### config.mk
export PLATFORM = sky130hd
export DESIGN_NAME = i2c_txn_bridge
export DESIGN_NICKNAME = d
export VERILOG_FILES = /design/src/rtl/obr_pkg.sv /design/src/rtl/obr_regs.sv /design/src/rtl/obr_seq.sv /design/src/rtl/i2c_txn_bridge.sv
export SDC_FILE = /design/constraint.sdc
export NUM_CORES = 1
export LEC_CHECK = 0
export BUFFER_PORTS_ARGS = -buffer_cell sky130_fd_sc_hd__buf_2
export CORE_AREA = 2 2 169 171
export DETAILED_ROUTE_END_ITERATION = 16
export DIE_AREA = 0 0 171 173
export HOLD_SLACK_MARGIN = 0.02
export SLEW_MARGIN = 20
export SYNTH_ARGS = -nofsm -noshare
export SYNTH_HDL_FRONTEND = slang
export SYNTH_SLANG_ARGS = --single-unit
### constraint.sdc
create_clock -name clk_i -period 2 [get_ports clk_i]
set_input_delay 0.4 -clock clk_i [delete_from_list [all_inputs] [get_ports clk_i]]
set_output_delay 0.4 -clock clk_i [all_outputs]
set_load 0.01 [all_outputs]
### src/rtl/obr_pkg.sv
package obr_pkg;
  localparam int WORD_W    = 32;
  localparam int NUM_WORDS = 2;
  localparam int NUM_BYTES = NUM_WORDS * WORD_W / 8;
  localparam int IDX_W     = $clog2(NUM_BYTES);
  localparam int REG_AW    = 3;
  localparam int ADDR_W    = 10;

  localparam logic [REG_AW-1:0] RA_CTRL  = 3'd0;
  localparam logic [REG_AW-1:0] RA_STAT  = 3'd1;
  localparam logic [REG_AW-1:0] RA_CAUSE = 3'd2;
  localparam logic [REG_AW-1:0] RA_MASK  = 3'd3;
  localparam logic [REG_AW-1:0] RA_TX0   = 3'd4;
  localparam logic [REG_AW-1:0] RA_RX0   = 3'd6;

  localparam int CB_WR    = 0;
  localparam int CB_RD    = 1;
  localparam int CB_ADDR  = 2;
  localparam int CB_TEN   = 12;
  localparam int CB_TXLEN = 13;
  localparam int CB_RXLEN = 16;
  localparam int CB_GO    = 19;

  typedef enum logic [1:0] {
    ENG_START = 2'd0,
    ENG_WRITE = 2'd1,
    ENG_READ  = 2'd2,
    ENG_STOP  = 2'd3
  } eng_cmd_e;

  typedef struct packed {
    logic              rd;
    logic              ten;
    logic [ADDR_W-1:0] addr;
    logic [IDX_W-1:0]  last;
  } xfer_t;
endpackage

### src/rtl/obr_regs.sv
module obr_regs
  import obr_pkg::*;
(
  input  logic                       clk_i,
  input  logic                       rst_ni,
  input  logic                       we_i,
  input  logic [REG_AW-1:0]          addr_i,
  input  logic [WORD_W-1:0]          wdata_i,
  output logic [WORD_W-1:0]          rdata_o,
  output logic                       irq_o,
  input  logic                       running_i,
  input  logic                       done_i,
  input  logic                       err_i,
  input  logic                       rx_we_i,
  input  logic [IDX_W-1:0]           rx_idx_i,
  input  logic [7:0]                 rx_byte_i,
  output logic                       launch_o,
  output xfer_t                      xfer_o,
  output logic [NUM_BYTES*8-1:0]     tx_data_o
);
  localparam int CTRL_W = CB_GO;

  logic [CTRL_W-1:0]           ctrl_q;
  logic                        err_q, cause_q, mask_q;
  logic [WORD_W-1:0]           tx_w [NUM_WORDS];
  logic [7:0]                  rx_b [NUM_BYTES];
  logic [NUM_BYTES*8-1:0]      rx_flat;
  logic                        ctrl_acc;

  assign ctrl_acc = we_i && (addr_i == RA_CTRL) && !running_i && !cause_q;
  assign launch_o = ctrl_acc && wdata_i[CB_GO] && (wdata_i[CB_WR] ^ wdata_i[CB_RD]);

  always_comb begin
    xfer_o.rd   = wdata_i[CB_RD];
    xfer_o.ten  = wdata_i[CB_TEN];
    xfer_o.addr = wdata_i[CB_ADDR +: ADDR_W];
    xfer_o.last = wdata_i[CB_RD] ? wdata_i[CB_RXLEN +: IDX_W] : wdata_i[CB_TXLEN +: IDX_W];
  end

  always_ff @(posedge clk_i or negedge rst_ni) begin
    if (!rst_ni) begin
      ctrl_q  <= '0;
      err_q   <= 1'b0;
      cause_q <= 1'b0;
      mask_q  <= 1'b0;
    end else begin
      if (ctrl_acc) ctrl_q <= wdata_i[CTRL_W-1:0];
      if (launch_o) err_q <= 1'b0;
      else if (done_i) err_q <= err_i;
      if (done_i) cause_q <= 1'b1;
      else if (we_i && addr_i == RA_CAUSE) cause_q <= cause_q & wdata_i[0];
      if (we_i && addr_i == RA_MASK) mask_q <= wdata_i[0];
    end
  end

  for (genvar w = 0; w < NUM_WORDS; w++) begin : g_tx
    always_ff @(posedge clk_i or negedge rst_ni) begin
      if (!rst_ni) tx_w[w] <= '0;
      else if (we_i && !running_i && addr_i == REG_AW'(int'(RA_TX0) + w)) tx_w[w] <= wdata_i;
    end
    assign tx_data_o[w*WORD_W +: WORD_W] = tx_w[w];
  end

  for (genvar b = 0; b < NUM_BYTES; b++) begin : g_rx
    always_ff @(posedge clk_i or negedge rst_ni) begin
      if (!rst_ni) rx_b[b] <= '0;
      else if (launch_o) rx_b[b] <= '0;
      else if (rx_we_i && rx_idx_i == IDX_W'(b)) rx_b[b] <= rx_byte_i;
    end
    assign rx_flat[b*8 +: 8] = rx_b[b];
  end

  always_comb begin
    rdata_o = '0;
    if (addr_i == RA_CTRL) begin
      rdata_o[CTRL_W-1:0] = ctrl_q;
      rdata_o[CB_GO]      = running_i;
    end else if (addr_i == RA_STAT)  rdata_o[0] = err_q;
    else if (addr_i == RA_CAUSE)     rdata_o[0] = cause_q;
    else if (addr_i == RA_MASK)      rdata_o[0] = mask_q;
    else if (addr_i >= RA_RX0)       rdata_o = rx_flat[(int'(addr_i) - int'(RA_RX0))*WORD_W +: WORD_W];
    else                             rdata_o = tx_data_o[(int'(addr_i) - int'(RA_TX0))*WORD_W +: WORD_W];
  end

  assign irq_o = cause_q & mask_q;

  assert_launch_R2: assert property (@(posedge clk_i) disable iff (!rst_ni)
    $rose(running_i) |-> $past(launch_o));
  assert_cause_set_R7: assert property (@(posedge clk_i) disable iff (!rst_ni)
    done_i |=> cause_q);
  assert_tx_frozen_R8: assert property (@(posedge clk_i) disable iff (!rst_ni)
    running_i && $past(running_i) |-> $stable(tx_data_o));
endmodule

### src/rtl/obr_seq.sv
module obr_seq
  import obr_pkg::*;
(
  input  logic                    clk_i,
  input  logic                    rst_ni,
  input  logic                    launch_i,
  input  xfer_t                   xfer_i,
  input  logic [NUM_BYTES*8-1:0]  tx_data_i,
  output logic                    running_o,
  output logic                    done_o,
  output logic                    err_o,
  output logic                    rx_we_o,
  output logic [IDX_W-1:0]        rx_idx_o,
  output logic [7:0]              rx_byte_o,
  output logic                    eng_valid_o,
  output eng_cmd_e                eng_cmd_o,
  output logic [7:0]              eng_wdata_o,
  output logic                    eng_ack_o,
  input  logic                    eng_done_i,
  input  logic                    eng_nack_i,
  input  logic [7:0]              eng_rdata_i
);
  typedef enum logic [2:0] {S_IDLE, S_START, S_ADDR1, S_ADDR2, S_DATA, S_STOP} state_e;

  state_e           state_q;
  xfer_t            xfer_q;
  logic [IDX_W-1:0] idx_q;
  logic             err_q, done_q;
  logic             last_byte;
  logic [7:0]       first_byte;

  assign last_byte  = (idx_q == xfer_q.last);
  assign first_byte = xfer_q.ten ? {5'b11110, xfer_q.addr[9:8], xfer_q.rd}
                                 : {xfer_q.addr[6:0], xfer_q.rd};

  always_comb begin
    eng_valid_o = (state_q != S_IDLE);
    eng_cmd_o   = ENG_START;
    eng_wdata_o = '0;
    eng_ack_o   = !last_byte;
    case (state_q)
      S_ADDR1: begin eng_cmd_o = ENG_WRITE; eng_wdata_o = first_byte; end
      S_ADDR2: begin eng_cmd_o = ENG_WRITE; eng_wdata_o = xfer_q.addr[7:0]; end
      S_DATA: begin
        eng_cmd_o   = xfer_q.rd ? ENG_READ : ENG_WRITE;
        eng_wdata_o = xfer_q.rd ? 8'h00 : tx_data_i[{idx_q, 3'b000} +: 8];
      end
      S_STOP:  eng_cmd_o = ENG_STOP;
      default: eng_cmd_o = ENG_START;
    endcase
  end

  always_ff @(posedge clk_i or negedge rst_ni) begin
    if (!rst_ni) begin
      state_q   <= S_IDLE;
      xfer_q    <= '0;
      idx_q     <= '0;
      err_q     <= 1'b0;
      done_q    <= 1'b0;
      rx_we_o   <= 1'b0;
      rx_idx_o  <= '0;
      rx_byte_o <= '0;
    end else begin
      done_q  <= 1'b0;
      rx_we_o <= 1'b0;
      case (state_q)
        S_IDLE: if (launch_i) begin
          xfer_q  <= xfer_i;
          idx_q   <= '0;
          err_q   <= 1'b0;
          state_q <= S_START;
        end
        S_START: if (eng_done_i) state_q <= S_ADDR1;
        S_ADDR1: if (eng_done_i) begin
          if (eng_nack_i) begin err_q <= 1'b1; state_q <= S_STOP; end
          else state_q <= xfer_q.ten ? S_ADDR2 : S_DATA;
        end
        S_ADDR2: if (eng_done_i) begin
          if (eng_nack_i) begin err_q <= 1'b1; state_q <= S_STOP; end
          else state_q <= S_DATA;
        end
        S_DATA: if (eng_done_i) begin
          if (xfer_q.rd) begin
            rx_we_o   <= 1'b1;
            rx_idx_o  <= idx_q;
            rx_byte_o <= eng_rdata_i;
          end
          if (!xfer_q.rd && eng_nack_i) begin
            err_q   <= 1'b1;
            state_q <= S_STOP;
          end else if (last_byte) state_q <= S_STOP;
          else idx_q <= idx_q + 1'b1;
        end
        S_STOP: if (eng_done_i) begin
          done_q  <= 1'b1;
          state_q <= S_IDLE;
        end
        default: state_q <= S_IDLE;
      endcase
    end
  end

  assign running_o = (state_q != S_IDLE) || done_q;
  assign done_o    = done_q;
  assign err_o     = err_q;

  assert_hold_R3: assert property (@(posedge clk_i) disable iff (!rst_ni)
    eng_valid_o && !eng_done_i |=> eng_valid_o && $stable(eng_cmd_o) && $stable(eng_wdata_o));
  assert_nack_stop_R6: assert property (@(posedge clk_i) disable iff (!rst_ni)
    eng_valid_o && eng_done_i && eng_nack_i && eng_cmd_o == ENG_WRITE |=> eng_valid_o && eng_cmd_o == ENG_STOP);
  assert_one_done_R7: assert property (@(posedge clk_i) disable iff (!rst_ni)
    done_o |=> !done_o && !eng_valid_o);
  assert_rx_range_R5: assert property (@(posedge clk_i) disable iff (!rst_ni)
    rx_we_o |-> rx_idx_o <= xfer_q.last && xfer_q.rd);
endmodule

### src/rtl/i2c_txn_bridge.sv
module i2c_txn_bridge
  import obr_pkg::*;
(
  input  logic              clk_i,
  input  logic              rst_ni,
  input  logic              reg_we_i,
  input  logic [REG_AW-1:0] reg_addr_i,
  input  logic [WORD_W-1:0] reg_wdata_i,
  output logic [WORD_W-1:0] reg_rdata_o,
  output logic              irq_o,
  output logic              eng_valid_o,
  output logic [1:0]        eng_cmd_o,
  output logic [7:0]        eng_wdata_o,
  output logic              eng_ack_o,
  input  logic              eng_done_i,
  input  logic              eng_nack_i,
  input  logic [7:0]        eng_rdata_i
);
  logic                   launch, running, done, err, rx_we;
  logic [IDX_W-1:0]       rx_idx;
  logic [7:0]             rx_byte;
  xfer_t                  xfer;
  logic [NUM_BYTES*8-1:0] tx_data;
  eng_cmd_e               cmd;

  obr_regs i_regs (
    .clk_i, .rst_ni,
    .we_i(reg_we_i), .addr_i(reg_addr_i), .wdata_i(reg_wdata_i),
    .rdata_o(reg_rdata_o), .irq_o,
    .running_i(running), .done_i(done), .err_i(err),
    .rx_we_i(rx_we), .rx_idx_i(rx_idx), .rx_byte_i(rx_byte),
    .launch_o(launch), .xfer_o(xfer), .tx_data_o(tx_data)
  );

  obr_seq i_seq (
    .clk_i, .rst_ni,
    .launch_i(launch), .xfer_i(xfer), .tx_data_i(tx_data),
    .running_o(running), .done_o(done), .err_o(err),
    .rx_we_o(rx_we), .rx_idx_o(rx_idx), .rx_byte_o(rx_byte),
    .eng_valid_o, .eng_cmd_o(cmd), .eng_wdata_o, .eng_ack_o,
    .eng_done_i, .eng_nack_i, .eng_rdata_i
  );

  assign eng_cmd_o = cmd;

  assert_irq_cause_R7: assert property (@(posedge clk_i) disable iff (!rst_ni)
    $rose(irq_o) |-> $past(done) || $past(reg_we_i));
endmodule

---- Yosys cells after proc, flatten, opt, wreduce, memory -nomap -nowiden ----
Cells that the tools add are included.
operators by class
  order comparisons ....................... 1
  add/subtract/negate cells ............... 3
  shift operators ......................... 3
  equality and inequality tests ........... 30
  mux-type cells .......................... 63
  reductions and logical operators ........ 46
  bitwise logic cells ..................... 3
operator list
  kind                                                                      number
  8-bit two-way mux                                                         18
  64-bit by 32-bit indexed part select with 32-bit output                   2
  31-bit two-way mux                                                        3
  64-bit by 7-bit indexed part select with 8-bit output                     1
  3-bit two-way mux                                                         15
  32-bit two-way mux                                                        1
  3-bit == test (second input constant)                                     8
  8-bit one-hot mux with 3 select lines                                     1
  2-bit nonzero test                                                        11
  20-bit two-way mux                                                        1
  1-bit logical AND                                                         19
  3-bit by 2-bit == test with 1-bit output (second input constant)          6
  1-bit two-way mux                                                         18
  3-bit one-hot mux with 6 select lines                                     1
  2-bit inequality test (second input constant)                             8
  12-bit two-way mux                                                        1
  3-bit by 1-bit == test with 1-bit output (second input constant)          3
  3-bit logical NOT                                                         3
  3-bit by 3-bit subtractor with 4-bit output (second input constant)       2
  7-bit AND reduction                                                       1
  2-bit by 1-bit inequality test with 1-bit output (second input constant)  3
  2-bit one-hot mux with 3 select lines                                     1
  3-bit one-hot mux with 2 select lines                                     1
  6-bit AND reduction                                                       1
  other kinds (15)                                                          20
word-level totals
  output and inout port bits .............. 45
  bits in registers ....................... 185
  logic and storage cells ................. 174
  input port bits ......................... 48

---- Longest topological paths before layout ----
Gate-level depths: netlist of run 1.
  depth after elaboration ................. 9
  depth in mapped cells ................... 8
  depth with buffers taken out ............ 6

---- By module ----
Synthesis of run 1 repeated with hierarchy kept, for this count alone.
second synthesis, totals
  cells, all modules ...................... 856
  area total of the unflattened synthesis .. 9890.7 um2
by module, submodules not included
  module    cells an instance  times used  area each (um2)
  obr_regs  670                1           7622.3
  obr_seq   186                1           2268.4

---- Least setup slack after synthesis of run 1 ----
Ideal clock, no wire load.
  path kind ............................... register to output
  start ................................... register i_seq.idx_q[0]
  end ..................................... output eng_wdata_o[2]
  slack ................................... -0.110 ns
  arrival time ............................ 1.710 ns
  stages on the path, launching flop included .. 6
  path through ............................ dfrtp_1 > buf_2 > buf_2 > mux4_2 > mux2i_1 > o22ai_1
between the ends
  word-level cells in the longest chain between the ends .. 3
ends and longest elaborated chain
  what                                                   RTL line              source
  start, declared                                        obr_seq.sv:27         logic [IDX_W-1:0] idx_q;
  start signal, assigned                                 obr_seq.sv:92         else idx_q <= idx_q + 1'b1;
  64-bit by 7-bit indexed part select with 8-bit output  obr_seq.sv:46         eng_wdata_o = xfer_q.rd ? 8'h00 : tx_data_i[{idx_q, 3'b000} +: 8];
  8-bit two-way mux                                      obr_seq.sv:46
  8-bit one-hot mux with 3 select lines                  obr_seq.sv:41         case (state_q)
  end, declared                                          i2c_txn_bridge.sv:13  output logic [7:0] eng_wdata_o,
Every way passes these cells.

---- Worst setup path in the final report of run 1 ----
  start ................................... register i_seq.idx_q[0]
  end ..................................... output eng_wdata_o[0]
The elaborated chain is that of the path after synthesis.

==> results of run 1 <==
repair_timing:
action                                  4_1_cts  5_1_grt
buffers inserted                             33        9
gates cloned                                 15        4
hold buffers                                  1        0
endpoints found under the setup margin       86      109
resized for setup                           150       83
pin swaps                                    56       38
endpoints found under the hold margin        45        0
flip-flops by register name, indices dropped and copies added (netlist names), 3 cells and up:
| name | flops |
|---|---|
| i_regs.rx_b | 64 |
| i_regs.ctrl_q | 19 |
| i_seq.idx_q | 3 |
| i_seq.rx_idx_o | 3 |
| i_seq.state_q | 3 |
| i_seq.xfer_q | 15 |
| i_regs.tx_data_o | 64 |
| i_seq.rx_byte_o | 8 |
metrics by stage:
stage	area (um^2)	hold slack (ps)	power, W
floorplan	9570	104	0.0104
global placement	11100	382	0.0131
detailed placement	11100	382	0.0132
CTS	13000	172	0.0177
global route	13500	170	0.0194
finish	13500	182	0.0186
cells in the final DEF, fill, tap and decap left out, types with 5 or more instances in the layout:
cell type / count
nand3_1: 5
dfrtp_1: 182
nand2_1: 12
mux2_2: 78
o22ai_2: 24
buf_4: 68
mux2i_4: 25
buf_6: 21
buf_2: 82
and2_1: 9
mux4_2: 16
buf_12: 29
inv_1: 8
o22ai_4: 13
nand4b_1: 5
buf_8: 9
clkbuf_16: 21
mux2_4: 33
buf_16: 9
mux2i_1: 97
clkinv_4: 6
a21oi_1: 11
mux2i_2: 17
a22o_1: 18
nor2_1: 84
final cells by class:
class | count | area (um^2)
repair buffers | 225 | 2280
flip-flops and latches | 185 | 4630
inverters | 10 | 42.5
fillers | 2416 | 14200
diodes | 1 | 2.50
clock buffers | 17 | 425
well taps | 378 | 473
multi-input cells | 513 | 5440
clock inverters | 15 | 164
worst min-delay path by stage:
stage	startpoint	end	slack, ps	cells past startpoint
floorplan	rst_ni	i_regs.cause_q	100	0
global placement	rst_ni	i_regs.mask_q	380	1
detailed placement	rst_ni	i_regs.mask_q	380	1
CTS	eng_rdata_i[1]	i_seq.rx_byte_o[1]	170	2
global route	eng_rdata_i[4]	i_seq.rx_byte_o[4]	170	2
finish	eng_rdata_i[1]	i_seq.rx_byte_o[1]	180	2
power by group:
group          switching (W)  internal (W)
clock                0.00168       0.00166
sequential           0.00191       0.00541
combinational        0.00342       0.00447
per-layer routing:
metal / part of all wire / wire, um
met5: 0 / 0
met4: 0.018 / 582
met3: 0.069 / 2220
met2: 0.45 / 14500
met1: 0.46 / 14900
logic make-up after synthesis:
logic type,count (synthesis)
adder cells (fa/ha/maj),3
flip-flops,185
AO/OA/AOI/OAI,90
multiplexers,267
AND/OR/NAND/NOR,148
buffers and inverters,80
XOR/XNOR,4
==> metrics.txt, run 1 <==
initial antenna violation count 1; Cells after Synth 777; cell taking the most area after synthesis dfrtp_1; Reg clk slew, reported paths 80 ps; final worst setup slack -515 ps; Vias per Instance 5.42; EDFF count, synth 0; htree depth 4; first-pass GRT wire length 47,100 um; clk_skew 16.6 ps; core area 27,600 um^2; Worst-Margin Slew 781 ps; total CTS buffers 17; worst min path class in2reg; crit path cell chain buf_12 > buf_6 > mux4_2 > mux2i_4 > o22ai_2 > buf_2; Main synth FF type dfrtp_1; Tcrit/Tclk final 1.26; FMAX 398 MHz; drt total wl 32,200 um; RSZ-0062 raised after global routing yes; # placed instances 1,267; Pwr per Cell Area 1380 nW/um^2; Port-buffer cells 92; DPL Wire Length 20,200 um; status finished with violations; TritonCTS clock tree yes; sequential-to-total area share from yosys stat 0.484; GRT Total Usage 0.214; vias in the first global route 7,318; clk_lat worst skew 440 ps; Data required, critical path 1600 ps; Slowest-stage cell, CP mux4_2; Worst Path Arrival 2120 ps; post-synthesis xor/xnor area fraction 0.00366; Longest Clk Path Bufs 2; Avg WL per Cell 23.9 um; Total Neg Setup Slack -10,530 ps; number of synthesized register bits 185; Horiz. Die Dim 171 um; Ports 93; Synth top area share 0.484; most common cell in the netlist dfrtp_1; crit path max fanout 7; post-synthesis compound-gate area fraction 0.0649; Ys Warns 0; CP Launch Type flop; fin crit period 2520 ps; Critical Path Stages 6; fraction of layout cells with a size suffix above 1 0.513; antenna viol nets, final 0; Die ar. 29,600 um^2; # DRC 0; slew margin rel. 0.477; 1st-pass router iterations 4; CP top delay family multiplexers; worst r2r src i_seq.state_q[2]; syn nets 828; peak supply drop 0.711 mV; Area growth syn-to-layout 40.7%; Bufs and invs on worst path 3; Initial Utilization 0.346; dpl ws -271 ps; CTS Sinks 185; multiplexer share of the synthesized area 0.327; max_cap viols 0; Hold Vio Cnt, Final 0; R2R setup slack -180 ps; crit path from i_seq.idx_q[0]; gr busiest metal met2; ys async rst share 1.00; Setup crit end kind output port; synth unique cells 53; Worst R2R End i_regs.tx_data_o[24]; simple-gate share of the synthesized area 0.0776; CP endpoint eng_wdata_o[0]; synthesized area per cell 12.3 um^2; M2 GR Usage 0.316; largest family of logic cells by synthesized area multiplexers; cells on worst reg2reg path 6; setup violators final 69; adder-cell share of the synthesized area 0.00393; Crit path largest cell delay 530 ps; Core Util, Final 0.487; met1 global-route usage 0.313; synth cell count leaders dfrtp_1 (185), mux2i_1 (139), nor2_1 (84), mux2_2 (81), o22ai_1 (41); RD Place Congestion 0.814; critical path class reg2out; Die Span Y 173 um; Synth area leaders dfrtp_1 (48%), mux2i_1 (15%), mux2_2 (9.5%), mux2_4 (4.7%), mux4_2 (3.8%); final number of max-transition violations 0; grt ovf 0; failing checks negative setup slack; Vias 7,278; fin cells 1,344; Starting DRT DRC Count 709; mapped cell area 9560 um^2; largest net degree at the start of global routing 55; leakage 6.08 nW; nets@finish 1,003; Rows 61; root buffer cell clkbuf_16; GR Util met3 0.0549
No activity file was read; power rests on OpenSTA's default activity.
==> run 2: changes to the inputs <==
--- a/config.mk
+++ b/config.mk
@@ -10,6 +10,7 @@
 export DETAILED_ROUTE_END_ITERATION = 16
 export DIE_AREA = 0 0 171 173
 export HOLD_SLACK_MARGIN = 0.02
+export MAX_ROUTING_LAYER = met4
 export SLEW_MARGIN = 20
 export SYNTH_ARGS = -nofsm -noshare
 export SYNTH_HDL_FRONTEND = slang
==> metrics.txt, run 2 (synthesis results as in run 1) <==
Rows 61 (unchanged); drt total wl 32,200 um (about the same); Hold Vio Cnt, Final 0 (unchanged); Die ar. 29,600 um^2 (unchanged); slew margin rel. 0.492 (+0.0152); vias in the first global route 7,293 (-0.34%); 1st-pass router iterations 5 (+1); Horiz. Die Dim 171 um (unchanged); crit path max fanout 7 (unchanged); fraction of layout cells with a size suffix above 1 0.514 (+0.00104); # DRC 0 (unchanged); Fin Hold WS 183 ps (+1.09 ps); Data required, critical path 1600 ps (about the same); RD Place Congestion 0.826 (+1.5%); GRT Total Usage 0.220 (+0.00666); first-pass GRT wire length 47,100 um (about the same); peak supply drop 0.708 mV (-0.43%); dpl ws -271 ps (unchanged); Vias 7,305 (+0.37%); TritonCTS clock tree yes; worst r2r src i_seq.state_q[2]; DPL Wire Length 20,200 um (unchanged); RSZ-0062 raised after global routing yes; nets@finish 1,003 (unchanged); Min-Delay Path Depth 2 (unchanged); most frequent cells in the layout dfrtp_1 (182), mux2i_1 (96), nor2_1 (84); critical path class reg2out; Port-buffer cells 92 (unchanged); largest net degree at the start of global routing 55 (unchanged); Area growth syn-to-layout 40.7% (about the same); final worst setup slack -512 ps (+3.80 ps); CTS Sinks 185 (unchanged); clk_lat worst skew 440 ps (about the same); leakage 6.08 nW (about the same); Worst Path Arrival 2110 ps (about the same); initial antenna violation count 1 (unchanged); cells on worst reg2reg path 6 (unchanged); Longest Clk Path Bufs 2 (unchanged); FMAX 398 MHz (+0.15%); R2R setup slack -170 ps (about the same); total CTS buffers 17 (unchanged); final number of max-transition violations 0 (unchanged); Placement Cell Area 11,100 um^2 (unchanged); max_cap viols 0 (unchanged); Final Instance Area 13,500 um^2 (about the same); Starting DRT DRC Count 710 (+0.14%); Worst R2R End i_regs.tx_data_o[24]; antenna viol nets, final 0 (unchanged); htree depth 4 (unchanged); worst min path class in2reg; setup violators final 69 (unchanged); Setup crit end kind output port; status finished with violations; Avg WL per Cell 23.9 um (about the same); clk_skew 17.0 ps (+0.397 ps); Initial Utilization 0.346 (unchanged); Worst-Margin Slew 758 ps (-22.7 ps); fin crit period 2510 ps (-3.80 ps); root buffer cell clkbuf_16; core area 27,600 um^2 (unchanged); Tcrit/Tclk final 1.26 (-0.00190); Pwr per Cell Area 1380 nW/um^2 (about the same); Reg clk slew, reported paths 80 ps (about the same); grt ovf 0 (unchanged); hold_sp eng_rdata_i[2]; Total Neg Setup Slack -10,350 ps (+182 ps); Power Total 0.0185 W (about the same); commonest non-fill, non-tap cell in the layout dfrtp_1; Vias per Instance 5.44 (+0.37%); hold path endpoint i_seq.rx_byte_o[2]; CP Launch Type flop; Die Span Y 173 um (unchanged); failing checks negative setup slack; Fill cells 2,419 (+0.12%); Ports 93 (unchanged)
==> run 2: how the worst max path moves through the flow <==
stage	endpoint	startpoint	slack [ps]
3_5_place_dp	reg_rdata_o[7]	reg_addr_i[1]	-270
2_1_floorplan	reg_rdata_o[10]	reg_addr_i[1]	-20
4_1_cts	eng_wdata_o[6]	i_seq.idx_q[0]	-530
5_1_grt	eng_wdata_o[7]	i_seq.idx_q[0]	-580
6_report	eng_wdata_o[0]	i_seq.idx_q[0]	-510
3_3_place_gp	reg_rdata_o[7]	reg_addr_i[1]	-270
==> run 2: metrics by stage <==
stage | util | instances
after floorplan | - | 777
after global placement | 0.403 | 1267
after detailed placement | 0.403 | 1267
after CTS | 0.472 | 1342
after global routing | 0.487 | 1344
final | 0.487 | 1344
==> run 2: repair_timing <==
action | 4_1_cts | 5_1_grt
endpoints found under the setup margin | 86 | 109
resized for setup | 150 | 84
pin swaps | 56 | 38
hold endpoints to repair | 45 | 0
buffers inserted | 33 | 9
gates cloned | 15 | 4
hold buffers | 1 | 0
==> run 2: where the power goes <==
part / switching (W) / internal, W / leakage (nW)
registers: 0.00190 / 0.00541 / 2.21
clock network: 0.00167 / 0.00166 / 0.279
logic: 0.00342 / 0.00448 / 3.58
==> run 2: per-layer routing <==
metal  routed length (um)  GRT usage  share of wire  vias up
met2                14600      0.316           0.45      282
li1                     -          -              -     3182
met1                14500      0.313           0.45     3806
met4                  512     0.0501          0.016        0
met3                 2550     0.0552          0.079       35
met5                    0          -              0        -
==> run 2: worst max-delay path, cell delays in order (launching register included) <==
cell and delay (ps):
dfrtp_2 410, buf_12 160, buf_6 120, mux4_2 530
mux2i_4 200, o22ai_2 110, buf_2 140
==> run 2: cell type report <==
type / count / area (um^2) / area share
diodes: 1 / 2.50 / 0.000186
clock buffers: 17 / 425 / 0.0316
clock inverters: 15 / 164 / 0.0122
inverters: 10 / 42.5 / 0.00316
multi-input cells: 513 / 5430 / 0.404
flip-flops and latches: 185 / 4630 / 0.344
well taps: 378 / 473 / 0.0352
repair buffers: 225 / 2280 / 0.170
==> run 3: changes to the inputs <==
--- a/config.mk
+++ b/config.mk
@@ -6,9 +6,9 @@
 export NUM_CORES = 1
 export LEC_CHECK = 0
 export BUFFER_PORTS_ARGS = -buffer_cell sky130_fd_sc_hd__buf_2
-export CORE_AREA = 2 2 169 171
+export CORE_AREA = 2 2 201 144
 export DETAILED_ROUTE_END_ITERATION = 16
-export DIE_AREA = 0 0 171 173
+export DIE_AREA = 0 0 203 146
 export HOLD_SLACK_MARGIN = 0.02
 export MAX_ROUTING_LAYER = met4
 export SLEW_MARGIN = 20
==> metrics.txt, run 3 (synthesis results as in run 1) <==
# DRC 0 (unchanged); Rows 51 (-16%); Longest Clk Path Bufs 2 (unchanged); crit path max fanout 8 (+1); RD Place Congestion 0.827 (+0.11%); Starting DRT DRC Count 604 (-15%); ant diodes 0 (-1); core area 27,500 um^2 (-0.46%); final worst setup slack -528 ps (-16.5 ps); root buffer cell clkbuf_16; Vias 7,225 (-1.1%); largest net degree at the start of global routing 45 (-18%); grt ovf 0 (unchanged); hold_sp eng_rdata_i[5]; final number of max-transition violations 0 (unchanged); Setup crit end kind output port; slew margin rel. 0.518 (+0.0262); Placement Cell Area 11,100 um^2 (-0.17%); 1st-pass router iterations 5 (unchanged); Initial Utilization 0.348 (+0.00159); Data required, critical path 1600 ps (about the same); Port-buffer cells 92 (unchanged); dpl ws -281 ps (-10.8 ps); Bufs and invs on worst path 3 (unchanged); Pint 0.0118 W (+2.0%); critical path class reg2out; fraction of layout cells with a size suffix above 1 0.502 (-0.0119); Die Span Y 146 um (-16%); FMAX 396 MHz (-0.65%); Ports 93 (unchanged); switching share of power 0.359 (-0.0178); RSZ-0062 raised after global routing yes; GRT Total Usage 0.219 (-0.00166); Die ar. 29,600 um^2 (+0.19%); CTS Sinks 185 (unchanged); most frequent cells in the layout dfrtp_1 (180), mux2i_1 (105), nor2_1 (84); Pwr per Cell Area 1380 nW/um^2 (+0.24%); Avg WL per Cell 24.0 um (+0.11%); crit path from i_seq.idx_q[0]; vias in the first global route 7,183 (-1.5%); nets@finish 992 (-1.1%); DPL Wire Length 20,000 um (-1.0%); setup violators final 37 (-46%); Final Instance Area 13,300 um^2 (-1.0%); leakage 6.02 nW (-1.0%); Worst Path Arrival 2130 ps (+20 ps); Reg clk slew, reported paths 80 ps (about the same); Crit path largest cell delay 500 ps (-30 ps); total CTS buffers 17 (unchanged); first-pass GRT wire length 46,700 um (-0.85%); Vias per Instance 5.45 (+0.32%); Worst-Margin Slew 719 ps (-39.1 ps); Horiz. Die Dim 203 um (+19%); Core Util, Final 0.484 (-0.00286); NetSw 0.00661 W (-5.5%); drt total wl 31,800 um (-1.3%); Tcrit/Tclk final 1.26 (+0.00823); clock power share 0.201 (+0.021); commonest non-fill, non-tap cell in the layout dfrtp_1; worst min path class in2reg; CP top delay family multiplexers; peak supply drop 0.785 mV (+11%); Area growth syn-to-layout 39.3%; htree depth 4 (unchanged); TritonCTS clock tree yes; power share of the sequential group 0.389 (-0.005); initial antenna violation count 0 (-1); max_cap viols 0 (unchanged); antenna viol nets, final 0 (unchanged); fin crit period 2530 ps (+16.5 ps); Fin Hold WS 180 ps (-3.05 ps); clk_lat worst skew 450 ps (about the same); failing checks negative setup slack; Hold Vio Cnt, Final 0 (unchanged); Slowest-stage cell, CP mux4_2; share of total power in combinational logic 0.409 (-0.017); crit path cell chain buf_12 > buf_4 > mux4_2 > mux2i_2 > o22ai_1 > buf_2; clk_skew 11.2 ps (-5.80 ps); status finished with violations; worst r2r src i_seq.state_q[2]; CP Launch Type flop
## run 3: area by class of cell
type / instances / area [um^2]
clock buffers: 19 / 443
inverters: 10 / 40.0
repair buffers: 214 / 2150
fillers: 2386 / 14200
clock inverters: 13 / 193
well taps: 371 / 464
flip-flops and latches: 185 / 4640
multi-input cells: 513 / 5390
## run 3: per-stage QoR
| stage | total power (W) | TNS, ps | std cells |
|---|---|---|---|
| 6_report | 0.0184 | -5210 | 1325 |
| 5_1_grt | 0.0193 | -6770 | 1325 |
| 4_1_cts | 0.0179 | -6350 | 1316 |
| 3_5_place_dp | 0.0129 | -28300 | 1257 |
| 3_3_place_gp | 0.0128 | -30950 | 1257 |
| 2_1_floorplan | 0.0104 | -552 | 777 |
## run 3: worst paths after layout
| kind | end | slack (ps) | cells after the start |
|---|---|---|---|
| setup / recovery | eng_wdata_o[7] | -530 | 6 |
| hold / removal | i_seq.rx_byte_o[5] | 180 | 2 |
| setup reg to reg | i_regs.tx_data_o[30] | 50 | 5 |
| hold reg to reg | i_seq.err_o | 510 | 2 |
| max in group asynchronous | i_seq.state_q[2] | 970 | 3 |
| min in group asynchronous | i_regs.tx_data_o[4] | 420 | 2 |
## run 3: power groups by stage
stage	clock [W]	combinational, W	sequential (W)
floorplan	0	0.00420	0.00619
global placement	0	0.00591	0.00687
detailed placement	0	0.00602	0.00692
CTS	0.00375	0.00720	0.00699
global route	0.00391	0.00804	0.00739
finish	0.00370	0.00753	0.00717
## run 3: layer usage
metal	vias to the layer above	routed length, um	global-route usage	part of all wire
met5	-	0	-	0
li1	3165	-	-	-
met2	257	13700	0.300	0.43
met1	3779	15400	0.330	0.48
met4	0	272	0.0321	0.0086
met3	24	2390	0.0517	0.075
## run 3: timing repair
item / in CTS / in global routing
pin swaps: 45 / 26
buffers inserted: 18 / 13
hold buffers: 1 / 0
resized for setup: 140 / 79
cloned: 9 / 5
hold endpoints to repair: 30 / 0
endpoints found under the setup margin: 89 / 121
